--- config.mk ---
export PLATFORM = sky130hd
export DESIGN_NAME = psr_refresh_sched
export DESIGN_NICKNAME = d
export VERILOG_FILES = /design/src/rtl/psr_pkg.sv /design/src/rtl/psr_interval.sv /design/src/rtl/psr_ce_watch.sv /design/src/rtl/psr_seq_fsm.sv /design/src/rtl/psr_refresh_sched.sv
export SDC_FILE = /design/constraint.sdc
export NUM_CORES = 1
export LEC_CHECK = 0
export ABC_AREA = 1
export BUFFER_PORTS_ARGS = -buffer_cell sky130_fd_sc_hd__buf_2
export CAP_MARGIN = 25
export CORE_MARGIN = 2
export CORE_UTILIZATION = 55
export DETAILED_ROUTE_END_ITERATION = 10
export MAX_ROUTING_LAYER = met4
export PLACE_DENSITY = 0.81
export RECOVER_POWER = 25
export SLEW_MARGIN = 10
export SYNTH_ARGS = -nofsm -noshare
export SYNTH_HDL_FRONTEND = slang
export SYNTH_SLANG_ARGS = --single-unit
--- constraint.sdc ---
create_clock -name clk -period 1.88 [get_ports clk]
set_input_delay 0.282 -clock clk [delete_from_list [all_inputs] [get_ports clk]]
set_output_delay 0.282 -clock clk [all_outputs]
set_load 0.005 [all_outputs]
--- src/rtl/psr_pkg.sv ---
package psr_pkg;

  typedef enum logic [3:0] {
    ST_IDLE,
    ST_REQ,
    ST_CEW,
    ST_PULSE,
    ST_RECOV,
    ST_SREQ,
    ST_SCEW,
    ST_SELF,
    ST_GAP
  } psr_state_e;

  // Round a duration in ns up to whole clock cycles.
  function automatic int ns2cyc(input int ns, input int clk_ns);
    return (ns + clk_ns - 1) / clk_ns;
  endfunction

  function automatic int max2(input int a, input int b);
    return (a > b) ? a : b;
  endfunction

endpackage

--- src/rtl/psr_interval.sv ---
// Counts cycles since the last refresh start; flags due and overdue.
module psr_interval #(
  parameter int INT_CYC  = 1500,
  parameter int DEAD_CYC = 1560
) (
  input  logic clk,
  input  logic rst_n,
  input  logic clr_i,
  output logic pend_o,
  output logic err_o
);
  localparam int W = $clog2(DEAD_CYC + 1);

  logic [W-1:0] icnt;
  logic         err_q;

  always_ff @(posedge clk or negedge rst_n) begin
    if (!rst_n) begin
      icnt  <= '0;
      err_q <= 1'b0;
    end else begin
      if (clr_i)
        icnt <= '0;
      else if (icnt != W'(DEAD_CYC))
        icnt <= icnt + 1'b1;
      if (!clr_i && (icnt == W'(DEAD_CYC - 1)))
        err_q <= 1'b1;
    end
  end

  assign pend_o = (icnt >= W'(INT_CYC));
  assign err_o  = err_q;
endmodule

--- src/rtl/psr_ce_watch.sv ---
// Measures how long chip enable has been high, saturating at the limit.
module psr_ce_watch #(
  parameter int CE_CYC = 5
) (
  input  logic clk,
  input  logic rst_n,
  input  logic ce_n_i,
  output logic ce_ok_o
);
  localparam int W = $clog2(CE_CYC + 1);

  logic [W-1:0] run;

  always_ff @(posedge clk or negedge rst_n) begin
    if (!rst_n)
      run <= '0;
    else if (!ce_n_i)
      run <= '0;
    else if (run != W'(CE_CYC))
      run <= run + 1'b1;
  end

  assign ce_ok_o = (run == W'(CE_CYC));
endmodule

--- src/rtl/psr_seq_fsm.sv ---
// Sequences request, chip-enable wait, pulse, recovery and self refresh.
module psr_seq_fsm
  import psr_pkg::*;
#(
  parameter int PULSE_CYC = 10,
  parameter int RECOV_CYC = 10,
  parameter int SELF_CYC  = 900,
  parameter int GAP_CYC   = 70
) (
  input  logic clk,
  input  logic rst_n,
  input  logic pend_i,
  input  logic busy_i,
  input  logic gnt_i,
  input  logic sleep_i,
  input  logic ce_ok_i,
  output logic req_o,
  output logic rfsh_n_o,
  output logic self_o,
  output logic issue_o,
  output logic hold_o
);
  localparam int TMAX = max2(max2(PULSE_CYC, RECOV_CYC), max2(SELF_CYC, GAP_CYC));
  localparam int TW   = $clog2(TMAX + 1);

  psr_state_e st, nxt;
  logic [TW-1:0] tmr;
  logic req_q, strobe_q, self_q;

  always_comb begin
    nxt = st;
    unique case (st)
      ST_IDLE:  if (!busy_i && pend_i)       nxt = ST_REQ;
                else if (!busy_i && sleep_i) nxt = ST_SREQ;
      ST_REQ:   if (gnt_i)   nxt = ST_CEW;
      ST_CEW:   if (ce_ok_i) nxt = ST_PULSE;
      ST_PULSE: if (tmr == TW'(PULSE_CYC - 1)) nxt = ST_RECOV;
      ST_RECOV: if (tmr == TW'(RECOV_CYC - 1)) nxt = ST_IDLE;
      ST_SREQ:  if (gnt_i)   nxt = ST_SCEW;
      ST_SCEW:  if (ce_ok_i) nxt = ST_SELF;
      ST_SELF:  if (!sleep_i && (tmr >= TW'(SELF_CYC - 1))) nxt = ST_GAP;
      ST_GAP:   if (tmr == TW'(GAP_CYC - 1)) nxt = ST_CEW;
      default:  nxt = ST_IDLE;
    endcase
  end

  always_ff @(posedge clk or negedge rst_n) begin
    if (!rst_n) begin
      st       <= ST_IDLE;
      tmr      <= '0;
      req_q    <= 1'b0;
      strobe_q <= 1'b1;
      self_q   <= 1'b0;
    end else begin
      st <= nxt;
      if (nxt != st)
        tmr <= '0;
      else if (tmr != TW'(TMAX))
        tmr <= tmr + 1'b1;
      req_q    <= (nxt != ST_IDLE);
      strobe_q <= !((nxt == ST_PULSE) || (nxt == ST_SELF));
      self_q   <= (nxt == ST_SELF);
    end
  end

  assign issue_o  = (st == ST_CEW) && ce_ok_i;
  assign hold_o   = (st == ST_SELF) || (st == ST_GAP);
  assign req_o    = req_q;
  assign rfsh_n_o = strobe_q;
  assign self_o   = self_q;
endmodule

--- src/rtl/psr_refresh_sched.sv ---
module psr_refresh_sched #(
  parameter int CLK_NS      = 10,
  parameter int INTERVAL_NS = 15000,
  parameter int DEADLINE_NS = 15600,
  parameter int PULSE_NS    = 100,
  parameter int RECOV_NS    = 100,
  parameter int CE_DLY_NS   = 50,
  parameter int SELF_MIN_NS = 9000,
  parameter int GAP_NS      = 700
) (
  input  logic clk,
  input  logic rst_n,
  input  logic seq_busy_i,
  input  logic ce_n_i,
  input  logic gnt_i,
  input  logic sleep_i,
  output logic req_o,
  output logic rfsh_n_o,
  output logic pend_o,
  output logic self_o,
  output logic err_o
);
  localparam int INT_CYC   = psr_pkg::ns2cyc(INTERVAL_NS, CLK_NS);
  localparam int DEAD_CYC  = psr_pkg::ns2cyc(DEADLINE_NS, CLK_NS);
  localparam int PULSE_CYC = psr_pkg::ns2cyc(PULSE_NS, CLK_NS);
  localparam int RECOV_CYC = psr_pkg::ns2cyc(RECOV_NS, CLK_NS);
  localparam int CE_CYC    = psr_pkg::ns2cyc(CE_DLY_NS, CLK_NS);
  localparam int SELF_CYC  = psr_pkg::ns2cyc(SELF_MIN_NS, CLK_NS);
  localparam int GAP_CYC   = psr_pkg::ns2cyc(GAP_NS, CLK_NS);

  logic ce_ok, issue, hold;

  psr_interval #(.INT_CYC(INT_CYC), .DEAD_CYC(DEAD_CYC)) i_interval (
    .clk(clk), .rst_n(rst_n), .clr_i(issue | hold),
    .pend_o(pend_o), .err_o(err_o)
  );

  psr_ce_watch #(.CE_CYC(CE_CYC)) i_ce_watch (
    .clk(clk), .rst_n(rst_n), .ce_n_i(ce_n_i), .ce_ok_o(ce_ok)
  );

  psr_seq_fsm #(
    .PULSE_CYC(PULSE_CYC), .RECOV_CYC(RECOV_CYC),
    .SELF_CYC(SELF_CYC), .GAP_CYC(GAP_CYC)
  ) i_fsm (
    .clk(clk), .rst_n(rst_n), .pend_i(pend_o), .busy_i(seq_busy_i),
    .gnt_i(gnt_i), .sleep_i(sleep_i), .ce_ok_i(ce_ok),
    .req_o(req_o), .rfsh_n_o(rfsh_n_o), .self_o(self_o),
    .issue_o(issue), .hold_o(hold)
  );
endmodule

* Word-level counts from Yosys, hierarchy flattened
Index checks and enable logic that the tools add are counted.
Operators by class: $add $sub $neg 3, magnitude comparators 2, equal/unequal tests 19, multiplexer cells 17, bitwise logic cells 1, reductions and logical operators 15
Operators by type and width (count):
- 4-bit two-way mux | 10
- 4-bit one-hot mux with 9 select lines | 1
- 11-bit two-way mux | 2
- 4-bit by 3-bit equality test with 1-bit output (second input constant) | 5
- 10-bit two-way mux | 2
- 4-bit by 2-bit equality test with 1-bit output (second input constant) | 3
- 11-bit by 1-bit adder with 11-bit output (second input constant) | 1
- 11-bit equality test (second input constant) | 1
- 11-bit greater-or-equal comparator (second input constant) | 1
- 11-bit inequality test (second input constant) | 1
- 10-bit by 1-bit adder with 10-bit output (second input constant) | 1
- 10-bit by 4-bit equality test with 1-bit output (second input constant) | 1
- 10-bit by 7-bit equality test with 1-bit output (second input constant) | 1
- 10-bit greater-or-equal comparator (second input constant) | 1
- 10-bit inequality test (second input constant) | 1
- 3-bit two-way mux | 2
- 1-bit logical AND | 5
- 4-bit by 1-bit equality test with 1-bit output (second input constant) | 1
- 4-bit equality test (second input constant) | 1
- 1-bit zero test | 4
- 4-bit zero test | 1
- 4-bit inequality test | 1
- 2-bit nonzero test | 2
- 4-bit nonzero test | 1
- 6 further kinds | 7
Storage, ports and cells: bits in registers 32, input bits 6, word-level logic and storage cells 65

* Longest topological paths before layout
Gate-level depths: netlist of the first run.
depth after elaboration 8, gate-level depth with buffers 14

* Modules after synthesis
From an unflattened synthesis of the first run, not the netlist that was laid out.
Unflattened totals: cell total of the unflattened synthesis 293, area, all modules 2306.0 sq um
By module, submodules not included:
- psr_seq_fsm | instances 1, cells an instance 161, area each 1341.3 sq um, seq. area each 426.7 sq um
- psr_interval | instances 1, cells an instance 109, area each 785.8 sq um, seq. area each 300.3 sq um
- psr_ce_watch | instances 1, cells an instance 20, area each 167.7 sq um, seq. area each 75.1 sq um
- psr_refresh_sched | instances 1, cells an instance 3, area each 11.3 sq um, seq. area each 0.0 sq um

* Worst setup path after synthesis of the first run
OpenSTA, ideal clock, no wires.
path kind register -> register, start register i_fsm.tmr[1], end register i_fsm.tmr[0], arrival time 1579 ps, data required time 1808 ps, slack 229 ps, cell stages (with the launch flop) 15, buffers on the path 0, cell sequence dfrtp_1 -> inv_1 -> ha_1 -> inv_1 -> nor2_1 -> nand3_1 -> nor2_2 -> nand2_1 -> nand2_1 -> nand2_2 -> nor2_4 -> nand2_1 -> nand2_1 -> nand3_4 -> nor2_2
Between the ends: cells in the longest elaborated chain, start to end 6
Ends and longest elaborated chain:
- start, declared | line psr_seq_fsm.sv:27 | logic [TW-1:0] tmr;
- start signal, assigned | line psr_seq_fsm.sv:59 | tmr <= tmr + 1'b1;
- 10-bit greater-or-equal comparator | line psr_seq_fsm.sv:41 | ST_SELF: if (!sleep_i && (tmr >= TW'(SELF_CYC - 1))) nxt = ST_GAP;
- 1-bit logical AND | line psr_seq_fsm.sv:41
- 4-bit two-way mux | line psr_seq_fsm.sv:41
- 4-bit one-hot mux with 9 select lines | line psr_seq_fsm.sv:32 | unique case (st)
- 4-bit inequality test | line psr_seq_fsm.sv:56 | if (nxt != st)
- 10-bit two-way mux / 2-bit nonzero test (equally long branches)
Several ways; a longest one is shown, not always the timed one. A chain may end at the register's enable or synchronous reset.

* Worst setup path in the final report of the first run
start register i_fsm.st[1], end register i_fsm.tmr[7]
Between the ends: cells in the longest elaborated chain, start to end 5
Ends and longest elaborated chain:
- start, declared | line psr_seq_fsm.sv:26 | psr_state_e st, nxt;
- start signal, assigned | line psr_seq_fsm.sv:55 | st <= nxt;
- 4-bit two-way mux | line psr_seq_fsm.sv:34 | else if (!busy_i && sleep_i) nxt = ST_SREQ;
- 4-bit two-way mux | line psr_seq_fsm.sv:33 | ST_IDLE: if (!busy_i && pend_i) nxt = ST_REQ;
- 4-bit one-hot mux with 9 select lines | line psr_seq_fsm.sv:32
- 4-bit inequality test * | line psr_seq_fsm.sv:56
- 10-bit two-way mux / 2-bit nonzero test (equally long branches)
Mark *: on every way between the ends. The rest lies on a longest branch, timed or not.

==> results of run 1 <==
metrics by stage:
stage / power [W] / cells / hold slack, ns / instance area (µm²)
finish: 0.003024 / 341 / 0.04193 / 2405
global placement: 0.002094 / 326 / 0.3663 / 2145
floorplan: 0.001879 / 268 / -0.01359 / 2038
detailed placement: 0.002120 / 326 / 0.3813 / 2145
CTS: 0.002890 / 335 / 0.07242 / 2276
global route: 0.003258 / 341 / 0.1108 / 2405
logic make-up after synthesis:
| family | count (synthesis) |
|---|---|
| AO/OA/AOI/OAI | 27 |
| buffers and inverters | 48 |
| adder cells (fa/ha/maj) | 7 |
| XOR/XNOR | 8 |
| AND/OR/NAND/NOR | 146 |
| flip-flops | 32 |
repair_timing:
action | in CTS | in global routing
buffers inserted | 0 | 6
endpoints found under the hold margin | 0 | 0
gates resized for setup | 2 | 25
cloned | 1 | 0
pin swaps | 1 | 15
setup endpoints to repair | 8 | 11
routing by layer:
layer	wire [µm]	part of all wire [%]	global-route usage, %	up-vias
met4	110	2.5	7.181	0
met2	2179	50	38.53	48
met5	0	0	-	-
met3	184	4.2	5.035	14
li1	-	-	-	897
met1	1872	43	27.74	832
final timing paths:
check | endpoint | cells past startpoint | slack, ns
max | i_fsm.tmr[7] | 11 | -0.009
min | i_fsm.tmr[4] | 1 | 0.04
max reg2reg | i_fsm.tmr[7] | 11 | -0.009
min reg2reg | i_interval.err_o | 1 | 0.46
max in group asynchronous | i_fsm.st[1] | 1 | 1.35
min in group clk | i_ce_watch.run[2] | 3 | 0.27
sequential cells by signal (all words and copies together), names as in the netlist:
register	count
i_interval.icnt	11
i_fsm.rfsh_n_o	1
i_interval.err_o	1
i_fsm.req_o	1
i_fsm.self_o	1
i_fsm.st	4
i_fsm.tmr	10
i_ce_watch.run	3
cells in the mapped netlist, types with 6 or more instances:
cell / instances
a21oi_1: 7
dfrtp_1: 31
ha_1: 7
inv_1: 41
nand2_1: 49
nand2_2: 6
nand3_1: 19
nor2_1: 32
nor2_2: 14
nor3_1: 8
o21ai_0: 10
xor2_1: 7
critical path: stages, from the launching register on:
cell and delay, ns:
dfrtp_2 0.47, nor2_1 0.15, nand2_1 0.14, nor2_4 0.15, inv_1 0.09, nor2_2 0.13, nor2_1 0.07, nand3_1 0.08
nand2_2 0.07, nor2_4 0.18, nand3_4 0.16, nor2_2 0.13
final cells by class:
cell class,count,share of cell area [%]
clock buffer,5,2.862
clock inverter,3,1.769
inverter,47,7.336
multi-input combinational,189,47.81
sequential,32,33.45
tap,48,2.497
timing repair buffer,17,4.266
power by group through the flow:
| stage | Sequential (W) | Combinational [W] | Clock, W |
|---|---|---|---|
| finish | 0.000993 | 0.00138 | 0.000655 |
| global route | 0.00101 | 0.00154 | 0.000707 |
| CTS | 0.000976 | 0.00124 | 0.000670 |
| detailed placement | 0.000989 | 0.00113 | 0 |
| global placement | 0.000986 | 0.00111 | 0 |
| floorplan | 0.000960 | 0.000919 | 0 |
==> impl.org, run 1 <==
** Die
- The floorplan step set the die height to approximately 65 µm.
- Core Footprint :: about 0.0036 mm²
- The initial utilization of the core area, before any placement, comes to 56.52%.
- Horizontal die dimension :: ~65 µm
- Row cnt :: 22
- 11 I/O pins were placed.
- The floorplan step defined a die boundary enclosing between 0.004 and 0.005 mm².

** Status
- The final reports fail on setup timing.
- Status :: finished, violations left

** Worst setup path
- In this run the worst setup path begins at i_fsm.st[1].
- Of all nets on the critical path, the largest fanout is 7.
- At the worst endpoint, the required time is between 2 and 2.5 ns.
- Crit. End Element :: flip-flop
- STA classifies the critical path startpoint as a flip-flop.
- Crit path kind :: flip-flop to flip-flop
- Critical path arrival :: around 2.1 ns
- Beginning of the worst register-to-register path :: i_fsm.st[1]

** Yosys
- Area share of the largest cell type after synthesis :: between 30% and 40%
- Netlist Area Pre-Place :: between 0.002 and 0.0025 mm²
- Number of synthesized register bits :: 32
- Each instance of the synthesized netlist takes up on average about 7.6 µm².
- The synthesized netlist devotes between 30% and 40% of its cell area to simple gates.
- Counting every instance in the synthesized netlist gives 268.
- Sequential cells were found to cover about two fifths of the synthesized design area.
- Synthesis instantiated 33 different standard cells from the library.
- In the synthesized netlist the async set-or-reset flop fraction comes to 100.0%.
- Counting flops with a built-in enable in the synthesized netlist gives 0.
- Summing the areas of all compound-gate instances in the mapped netlist gives 7.858% of the synthesized area.
- After synthesis, the cell types taking the most area are dfrtp_1, nand2_1, inv_1.
- Share of synthesized area spent on multiplexers :: 0%
- For this run, the number of Yosys warnings is 0.
- After synthesis, the largest family of logic cells by area is simple AND/OR/NAND/NOR gates.
- The synthesized design spends more area on one cell type than any other, namely dfrtp_1.
- Post-synthesis xor/xnor area fraction :: under 10%
- After Yosys synthesis, full adders, half adders and majority gates account for under 10% of the synthesized area.
- The most used flip-flop cell after synthesis is dfrtp_1.
- Synthesis produced a netlist with a net count of approximately 280.

** STA
- Setup TNS :: -0.01833 ns
- Setup violations remaining at the end of the flow were counted as 3.
- Across all setup checks in the final design, the least slack found is -0.009360 ns.
- Final hold violation count :: 0
- The clock arrives with 0.007122 ns of skew.
- Headroom to the max-slew limit came out at 53.85%.
- Final count of pins violating max slew :: 0
- Post-layout minimum cycle time :: roughly 1.9 ns
- Maximum clock frequency :: 529.3 MHz
- Final cycle utilization of the critical path :: 100.5%
- Transition time at the pin with the least slew margin :: 0.6922 ns
- Setup repair after global routing could not meet its margin everywhere.

** Clock tree
- The clock drives 32 sinks.
- Num CTS Buffers :: 5
- The later pin in the worst-skew pair is clocked with a latency of approximately 0.28 ns.
- Register clock-pin slew on the reported worst setup and hold paths :: approximately 0.07 ns
- Hold Buf Count CTS :: 0
- CTS placed an instance of clkbuf_8 at the clock tree root.
- Maximum level of the CTS H-tree :: 2
- Maximum clock path buffer count :: 2
- CTS tree :: done

** Hold path
- Worst hold-check path type :: primary input to async pin

** Power
- Leakage power summed over all cells :: approximately 1.1 nW
- Sw Pwr :: ~0.0013 W
- Power density over cell area :: around 1300 mW/mm²
- The internal portion of the total power is around 0.0017 W.
- Sequential cells burn 32.9% of the power.
- Switching share of total power :: between 40% and 50%
- The worst-case IR drop observed on VDD is 0.0007062 V.
- The clock network is responsible for between 20 and 25% of the overall power.
- Logic gate share of total power :: between 40 and 50%

** Place
- At the end of routability-driven placement, the weighted congestion stood at 0.8986.
- Prior to clock tree synthesis, the placed netlist has a worst setup slack of roughly 0.011 ns.
- Post-DP HPWL :: between 2000 and 3000 µm
- Quantity of I/O buffers inserted on ports :: 10

** Layout
- FF+latch area :: between 800 and 900 µm²
- Cells fill about two thirds of the core in the end.
- Syn-to-layout area delta :: 17.99%
- Filler instances :: about 290
- Number of inserted diodes :: 0
- The multi-input combinational cells in the finished layout cover a total of approximately 0.0011 mm².
- In the final layout, the share of cells above drive strength 1 is between 20% and 30%.
- The top cell types in the final layout, fill and taps aside, are nand2_1, inv_1, nor2_1, dfrtp_1, nand3_1.
- In the final design database the tool counted 305 nets.
- Leaving out fill and tap cells, the most frequent cell in the layout is nand2_1.

** Detailed routing
- The detail route stage leaves a number of antenna-violating nets equal to 0.
- Total iterations of the first detailed-routing run :: 4
- After detailed routing, the total wire length is 4346 µm.
- Summing over every cut layer, the via total after detailed routing is roughly 1,800.
- Via-per-instance ratio :: approximately 5.3
- DRC marker count from the first detailed-route iteration :: 184
- In the routed design, unresolved DRC markers number 0.
- Wire length per cell :: 12.74 µm

** GRT
- Global routing used between 20 and 25% of the available tracks across all layers.
- Initial antenna violation count :: 0
- Summed over all layers, the global routing overflow is 0.
- Number of global-route vias before repair :: about 1,800
- Maximum number of pins on one net before global-route repair :: 33
- The first global-routing pass estimated around 7400 µm of wire.

** Flow run
- The tool flagged a number of max-cap violations equal to 0.
No activity file was read; power rests on OpenSTA's default activity.
==> run 2, diff against run 1 <==
--- a/config.mk
+++ b/config.mk
@@ -12,8 +12,9 @@
 export CORE_UTILIZATION = 55
 export DETAILED_ROUTE_END_ITERATION = 10
 export MAX_ROUTING_LAYER = met4
-export PLACE_DENSITY = 0.81
+export PLACE_DENSITY_LB_ADDON = 0.3
 export RECOVER_POWER = 25
+export SETUP_SLACK_MARGIN = 0.3
 export SLEW_MARGIN = 10
 export SYNTH_ARGS = -nofsm -noshare
 export SYNTH_HDL_FRONTEND = slang
==> run 2 against run 1 <==
Net effect: the flow now finishes without violations; final cell count grew 1.8%; design area grew 2.7%; count of clock-buffer cells in the layout is the same; utilization grew 1.8 points; hold slack lost 0.014 ns; sequential power is essentially flat; critical path depth is the same; clock skew shrank 0.0013 ns; setup slack gained 0.084 ns.
==> impl.org, run 2 (synthesis gave the netlist of run 1 again) <==
** Status
- The run finished with clean final reports.

** Die
- Row cnt :: 22
- Measured along the x axis, the die boundary spans between 60 and 70 µm.
- Top-level I/O count :: 11
- Starting Density :: a little under three fifths
- Full die area :: 0.004209 mm²
- Core Footprint :: 0.003606 mm²
- Vertical die dimension :: ~65 µm

** Worst setup path
- For the worst setup path, the data arrival time is slightly above 2 ns.
- Most used cell, CP :: nor2_1
- Top fanout value on the critical path :: 7
- By startpoint and endpoint, the worst setup path is classified as flip-flop to flip-flop.
- Maximum single-stage delay on the critical path :: ~0.47 ns
- Crit. End Element :: flip-flop
- The signal on the critical path passes through nor2_1 > nand2_1 > nor2_2 > inv_1 > nor2_1 > nor2_1 > nand3_1 > nand2_2 > nor2_4 > nand3_4 > nor2_2.
- Startpoint class of the critical path :: flip-flop
- Critical path required time :: between 2 and 2.5 ns
- Slowest cell on the critical path :: dfrtp_2
- Number of cells traversed by the worst register-to-register path :: 11

** Detailed routing
- The detailed router finished its first iteration with 134 violations.
- For this run, the detailed router's first-pass iteration total came to 4.
- For this run, design rule violations remaining after detail routing come to 0.
- Final Routed Wirelength :: ~4200 µm
- Via-per-instance ratio :: slightly above 5
- Post-route ant nets :: 0
- Count of vias placed by the detailed router :: ~1,800
- In the final routed layout, each cell accounts on average for between 10 and 15 µm.

** Power
- Power density over cell area :: 1272 mW/mm²
- Part of the total power dissipated in the clock network :: about a fifth
- Registers are responsible for roughly a third of the overall power.
- In this run the power spent charging and discharging nets is 0.001358 W.
- Internal power :: about 0.0018 W
- Per report_power, the combinational group accounts for between 40% and 50% of the total.
- Net switching is 43.22% of the power.
- Maximum ir drop on the vdd rail :: roughly 0.00068 V
- Leakage power summed over all cells :: 1.177 nW
- Final Power :: around 0.0031 W

** STA
- On the final layout, the worst hold slack is approximately 0.028 ns.
- Post-layout minimum cycle time :: roughly 1.8 ns
- Final count of pins violating max slew :: 0
- At the pin with the least slew margin, the transition time is about 0.69 ns.
- Setup violations remaining at the end of the flow were counted as 0.
- Of the available clock period, the critical path in the final layout requires between 90% and 100%.
- Smallest setup slack after layout :: 0.07424 ns
- Final hold violation count :: 0
- Unrepaired setup endpoints after global routing :: yes
- Final clock skew :: ~0.0058 ns
- Static timing analysis puts the maximum clock frequency at roughly 550 MHz.
- Measured against its own limit, the worst slew margin works out to between 50% and 60%.

** Place
- The number of placed instances, taps included, is about 330.
- Summed over all nets, the half-perimeter wirelength after detailed placement is 2818 µm.
- Buffers placed on the I/O ports in this run total 10.
- The congestion estimate from routability-driven global placement came to between 0.8 and 0.9.
- Worst setup timing slack at the placement stage :: 0.05743 ns

** Layout
- Final core area utilization :: 68.49%
- The number of antenna diodes in the final layout is 0.
- Most frequent cells in the layout :: nand2_1, inv_1, dfrtp_1
- The net count of the finished layout is slightly above 300.
- Syn-to-layout area delta :: 21.18%
- The layout has about 300 filler cells.
- Top flop regs :: i_interval.icnt (11), i_fsm.tmr (10), i_fsm.st (4)
- The register with the most flip-flops in the layout has 11 of them.
- Area of the multi-input gates :: around 0.0012 mm²
- Cells with a size suffix above 1 make up roughly 33% of the layout.
- i_interval.icnt holds more flip-flops than any other register.
- The library cell used most frequently in the layout, excluding fill and tap cells, is nand2_1.
- Final cell count without fillers :: 347
- Registers take between 800 and 900 µm².

** Clock tree
- The H-tree was split into 2 levels.
- TritonCTS created 5 clock buffers.
- Maximum clock path buffer count :: 2
- Clock tree synthesis found a total of 32 sinks.
- Root buffer cell :: clkbuf_8
- TritonCTS built the clock tree.
- At the later pin of the worst-skew pair, clock insertion delay measures 0.29 ns.
- Register clock-pin slew on the reported worst setup and hold paths :: 0.07 ns

** GRT
- Number of global-route vias before repair :: around 1,700
- Global routing used a little under a quarter of the available tracks across all layers.
- Overflow left after global routing :: 0
- Initial antenna violation count :: 0
- First-pass GRT wire length :: between 7000 and 8000 µm
- Maximum number of pins on one net before global-route repair :: 33

** Hold path
- The path class of the tightest hold or removal check is primary input to async pin.

** Flow run
- Max-cap violations in this run came to 0.
run 2: changes by cell type in the layout (fill, tap and decap cells not counted), sizes merged:
cell	change
clkinv	-1
inv	+1
buf	+6
run 2: timing repair:
action	4_1_cts	5_1_grt
pin swaps	13	12
hold endpoints to repair	0	0
hold buffers	0	0
buffers inserted	8	4
cloned	1	0
resized for setup	13	20
endpoints found under the setup margin	20	25
run 2: final cells by class:
type | instances | area share (%)
Sequential cell | 32 | 32.62
Clock buffer | 5 | 2.786
Tap cell | 48 | 2.432
Inverter | 47 | 7.244
Multi-Input combinational cell | 189 | 46.91
Timing Repair Buffer | 23 | 6.282
Clock inverter | 3 | 1.722
run 2: final timing paths:
path	startpoint	end	slack, ns
max	i_fsm.st[1]	i_fsm.tmr[7]	0.07
min	rst_n	i_interval.icnt[0]	0.03
max reg2reg	i_fsm.st[1]	i_fsm.tmr[7]	0.07
min reg2reg	i_interval.err_o	i_interval.err_o	0.48
max in group asynchronous	rst_n	i_fsm.st[0]	1.36
min in group clk	ce_n_i	i_ce_watch.run[2]	0.26
run 2: power by group through the flow:
stage               combinational, W  sequential [W]  clock (W)
floorplan                   0.000928        0.000962          0
global placement             0.00113        0.000987          0
detailed placement           0.00115        0.000990          0
CTS                          0.00138        0.000981   0.000681
global route                 0.00166         0.00101   0.000712
finish                       0.00148        0.000995   0.000662
run 2: per-layer routing:
metal	global-route usage [%]	share of wire [%]	up-vias
li1	-	-	913
met1	29.51	46	837
met2	38.92	48	33
met3	5.729	4.0	7
met4	7.979	1.9	0
met5	-	0	-
run 2: through the flow:
stage               TNS (ns)  cell area, µm²
global placement           0            2152
detailed placement         0            2152
finish                     0            2470
CTS                        0            2377
floorplan                  0            2046
global route         -0.1547            2470
run 2: worst max-delay path, delay by kind of cell, from the launching register on:
family	cells	cell delay, ns
buffers and inverters	1	0.09
DFF	1	0.47
and+or+nand+nor	10	1.19
==> run 3, diff against run 2 <==
--- a/config.mk
+++ b/config.mk
@@ -8,7 +8,6 @@
 export ABC_AREA = 1
 export BUFFER_PORTS_ARGS = -buffer_cell sky130_fd_sc_hd__buf_2
 export CAP_MARGIN = 25
-export CORE_MARGIN = 2
 export CORE_UTILIZATION = 55
 export DETAILED_ROUTE_END_ITERATION = 10
 export MAX_ROUTING_LAYER = met4
==> run 3 against run 2 <==
Net effect: wire length is 7.7% higher; the run now ends with capacitance limit, slew limit, setup timing left; critical path depth is 2 higher; sequential share of layout area is 0.72 points lower; non-clock buffer count is 3 higher; via count is 3.1% higher; combinational power hardly changed; hold slack better by 0.23 ns; final cell count is 0.29% higher; count of clock-buffer cells in the layout is 2 higher; global-route usage is 1.9 points higher; sequential cell count stayed put.
==> impl.org, run 3 (synthesis gave the netlist of run 1 again) <==
** Status
- Status :: finished, violations left
- The checks that failed: capacitance limit, slew limit, setup timing.

** Clock tree
- The H-tree was split into 2 levels.
- Hold Buf Count CTS :: 0
- The tree is rooted in a clkbuf_8.
- CTS saw 32 sinks.
- Num CTS Buffers :: 5
- CTS tree :: done
- Clock-pin slew was measured on the worst setup and hold paths at roughly 0.070 ns.
- Clock insertion delay at the later pin of the skew report :: between 0.2 and 0.3 ns
- Counting along the longest clock path gives a buffer depth of 2.

** STA
- Unrepaired setup endpoints after global routing :: yes
- Based on the critical path, the design can be clocked at up to between 500 and 600 MHz.
- Counting I/O delays and the setup requirement, the final critical path takes ~1.9 ns.
- Hold Slack :: roughly 0.26 ns
- Across all setup checks in the final design, the least slack found is -0.01061 ns.
- Final clock skew :: roughly 0.0082 ns
- The number of hold violations in the final report came to 0.
- For the pin with the worst max-slew slack, the measured transition is ~1.7 ns.
- Setup violation total in the final timing report :: 2
- Final count of pins violating max slew :: 33
- Worst slew margin :: -11.51%
- After layout, the worst path uses 100.6% of the clock period.

** Power
- The share of total power dissipated in combinational logic is a little under half.
- Maximum ir drop on the vdd rail :: 0.0005313 V
- Internal power :: between 0.0015 and 0.002 W
- In this run the static leakage power is ~1.2 nW.
- Part of the total power dissipated in the clock network :: about 23%
- In this run switching power makes up a little over two fifths of total power.
- Dividing total power by cell area gives a power density of between 1000 and 1500 mW/mm².
- In this run, flip-flops and latches consume a little under a third of the power.
- The analysis attributes to net switching a power of roughly 0.0014 W.

** Worst setup path
- Crit path kind :: flip-flop to flip-flop
- Number of cells traversed by the worst register-to-register path :: 13
- Slowest cell on the critical path :: dfrtp_1
- Startpoint class of the critical path :: flip-flop
- Beginning of the worst register-to-register path :: i_fsm.tmr[1]
- Data arrives at the worst endpoint at between 2 and 2.5 ns.
- At the worst endpoint, the required time is approximately 2.1 ns.
- Most used cell, CP :: nor2_2
- Register-to-register path setup slack :: -0.01 ns
- STA classifies the critical path endpoint as a flip-flop.
- In this run the worst path has a maximum fanout of 5.
- On the worst path, the slowest cell contributes a delay of a little over 0.4 ns.
- End of the worst register-to-register path :: i_fsm.tmr[5]
- The critical path goes through inv_2 > ha_4 > inv_2 > nor2_2 > nand3_1 > nor2_2 > nand2_1 > nand2_1 > nand2_2 > o21bai_2 > nand2_4 > nand3_4 > nor2_2.

** GRT
- Overflow left after global routing :: 0
- Entering global routing, the biggest net connects 33 pins.
- The number of antenna violations at the first check in global routing came to 0.
- First-pass GRT wire length :: around 7600 µm
- GR Util All Layers :: 25.93%
- Number of global-route vias before repair :: ~1,700

** Layout
- Syn-to-layout area delta :: 24.31%
- Leaving out fill and tap cells, the most frequent cell in the layout is nand2_1.
- Leaving out fill and tap cells, the most frequent cells in the layout are nand2_1, inv_1, nor2_1, dfrtp_1, nor2_2.
- Number of inserted diodes :: 0
- In the final layout, the registers with the most flip-flops are i_interval.icnt (11), i_fsm.tmr (10), i_fsm.st (4).
- Final-stage net count :: 314
- Final core area utilization :: between 70% and 80%
- Register with the highest flop count :: i_interval.icnt
- The filler cells instantiated in the layout total 258.
- Cells with a size suffix above 1 make up between 30% and 40% of the layout.
- The register with the most flip-flops in the layout has 11 of them.

** Die
- Top-level I/O count :: 11
- The die covers around 0.004 mm².
- In this run the standard cell core region covers between 0.003 and 0.004 mm².
- In this run the vertical extent of the chip is approximately 63 µm.
- The initial utilization of the core area, before any placement, comes to between 50% and 60%.
- Row cnt :: 21
- The die is between 60 and 70 µm wide.

** Hold path
- Worst hold path depth :: 3
- Worst min-delay path startpoint :: ce_n_i
- The path class of the tightest hold or removal check is primary input to flip-flop.
- Hold Path Sink :: i_ce_watch.run[2]

** Flow run
- Max-cap violations in this run came to 1.

** Detailed routing
- After detailed routing, the average wire length per cell comes to roughly 13 µm.
- The routed design has ~4600 µm of wire.
- Post-route ant nets :: 0
- Total iterations of the first detailed-routing run :: 5
- Count of vias placed by the detailed router :: between 1,500 and 2,000
- Via-per-instance ratio :: ~5.3
- Post-route DRC violation count :: 0
- DRC marker count from the first detailed-route iteration :: about 130

** Place
- Buffers placed on the I/O ports in this run total 10.
- Global placement routability congestion :: a little under 0.9
- The HPWL after detailed placement is roughly 2900 µm.
## run 3: changes by cell type in the layout (fill, tap and decap cells not counted), sizes merged
| cell | before | now |
|---|---|---|
| clkbuf | 5 | 8 |
| clkinv | 1 | 0 |
| clkinvlp | 1 | 0 |
| buf | 23 | 25 |
## run 3: worst max-delay path, delay by kind of cell (launching register included)
family | cells | cell delay (ns)
AND/OR/NAND/NOR | 9 | 0.88
flip-flops | 1 | 0.41
AO/OA/AOI/OAI | 1 | 0.19
buffers and inverters | 2 | 0.14
adder cells (fa/ha/maj) | 1 | 0.14
## run 3: worst max-delay path by stage
stage / start / slack [ns] / endpoint / depth (start not counted)
2_1_floorplan: i_fsm.tmr[1] / 0.26 / i_fsm.tmr[0] / 14
3_3_place_gp: i_fsm.tmr[1] / 0.07 / i_fsm.tmr[0] / 14
3_5_place_dp: i_fsm.tmr[1] / 0.02 / i_fsm.tmr[9] / 14
4_1_cts: i_fsm.tmr[1] / 0.09 / i_fsm.tmr[8] / 12
5_1_grt: i_fsm.tmr[1] / -0.12 / i_fsm.tmr[0] / 14
6_report: i_fsm.tmr[1] / -0.01 / i_fsm.tmr[5] / 13
## run 3: per-stage QoR
step	total power, W	instance area (µm²)	setup TNS [ns]	setup WS (ns)	std cells
4_1_cts	0.003024	2390	0	0.08610	341
6_report	0.003253	2534	-0.02034	-0.01061	348
2_1_floorplan	0.001890	2046	0	0.2625	268
5_1_grt	0.003487	2534	-1.087	-0.1154	348
3_5_place_dp	0.002141	2150	0	0.02242	324
3_3_place_gp	0.002109	2150	0	0.07353	324
## run 3: layout make-up
class                      count  area (µm²)  share of cell area [%]
multi-input combinational    189        1190                   46.96
tap                           46       57.56                   2.272
clock buffer                   7       96.34                   3.802
inverter                      47       178.9                   7.062
sequential                    32       808.3                   31.90
timing repair buffer          26       172.7                   6.815
clock inverter                 1       30.03                   1.185
## run 3: power by group through the flow
stage,Combinational (W),Sequential (W),Clock (W)
finish,0.00151,0.00101,0.000733
floorplan,0.000928,0.000962,0
CTS,0.00128,0.000995,0.000748
detailed placement,0.00114,0.000998,0
global route,0.00168,0.00103,0.000775
global placement,0.00112,0.000987,0
## run 3: repair_timing
action	CTS	global route
setup buffers	8	7
gates resized for setup	10	31
endpoints found under the setup margin	18	27
gates cloned	1	0
pin swaps	4	18
## run 3: metal layers
layer | routed length, µm | part of all wire (%) | up-vias | track usage (%)
met2 | 2259 | 50 | 37 | 41.53
met1 | 2044 | 45 | 889 | 31.05
li1 | - | - | 911 | -
met3 | 153 | 3.4 | 9 | 6.022
met5 | 0 | 0 | - | -
met4 | 102 | 2.2 | 0 | 11.05
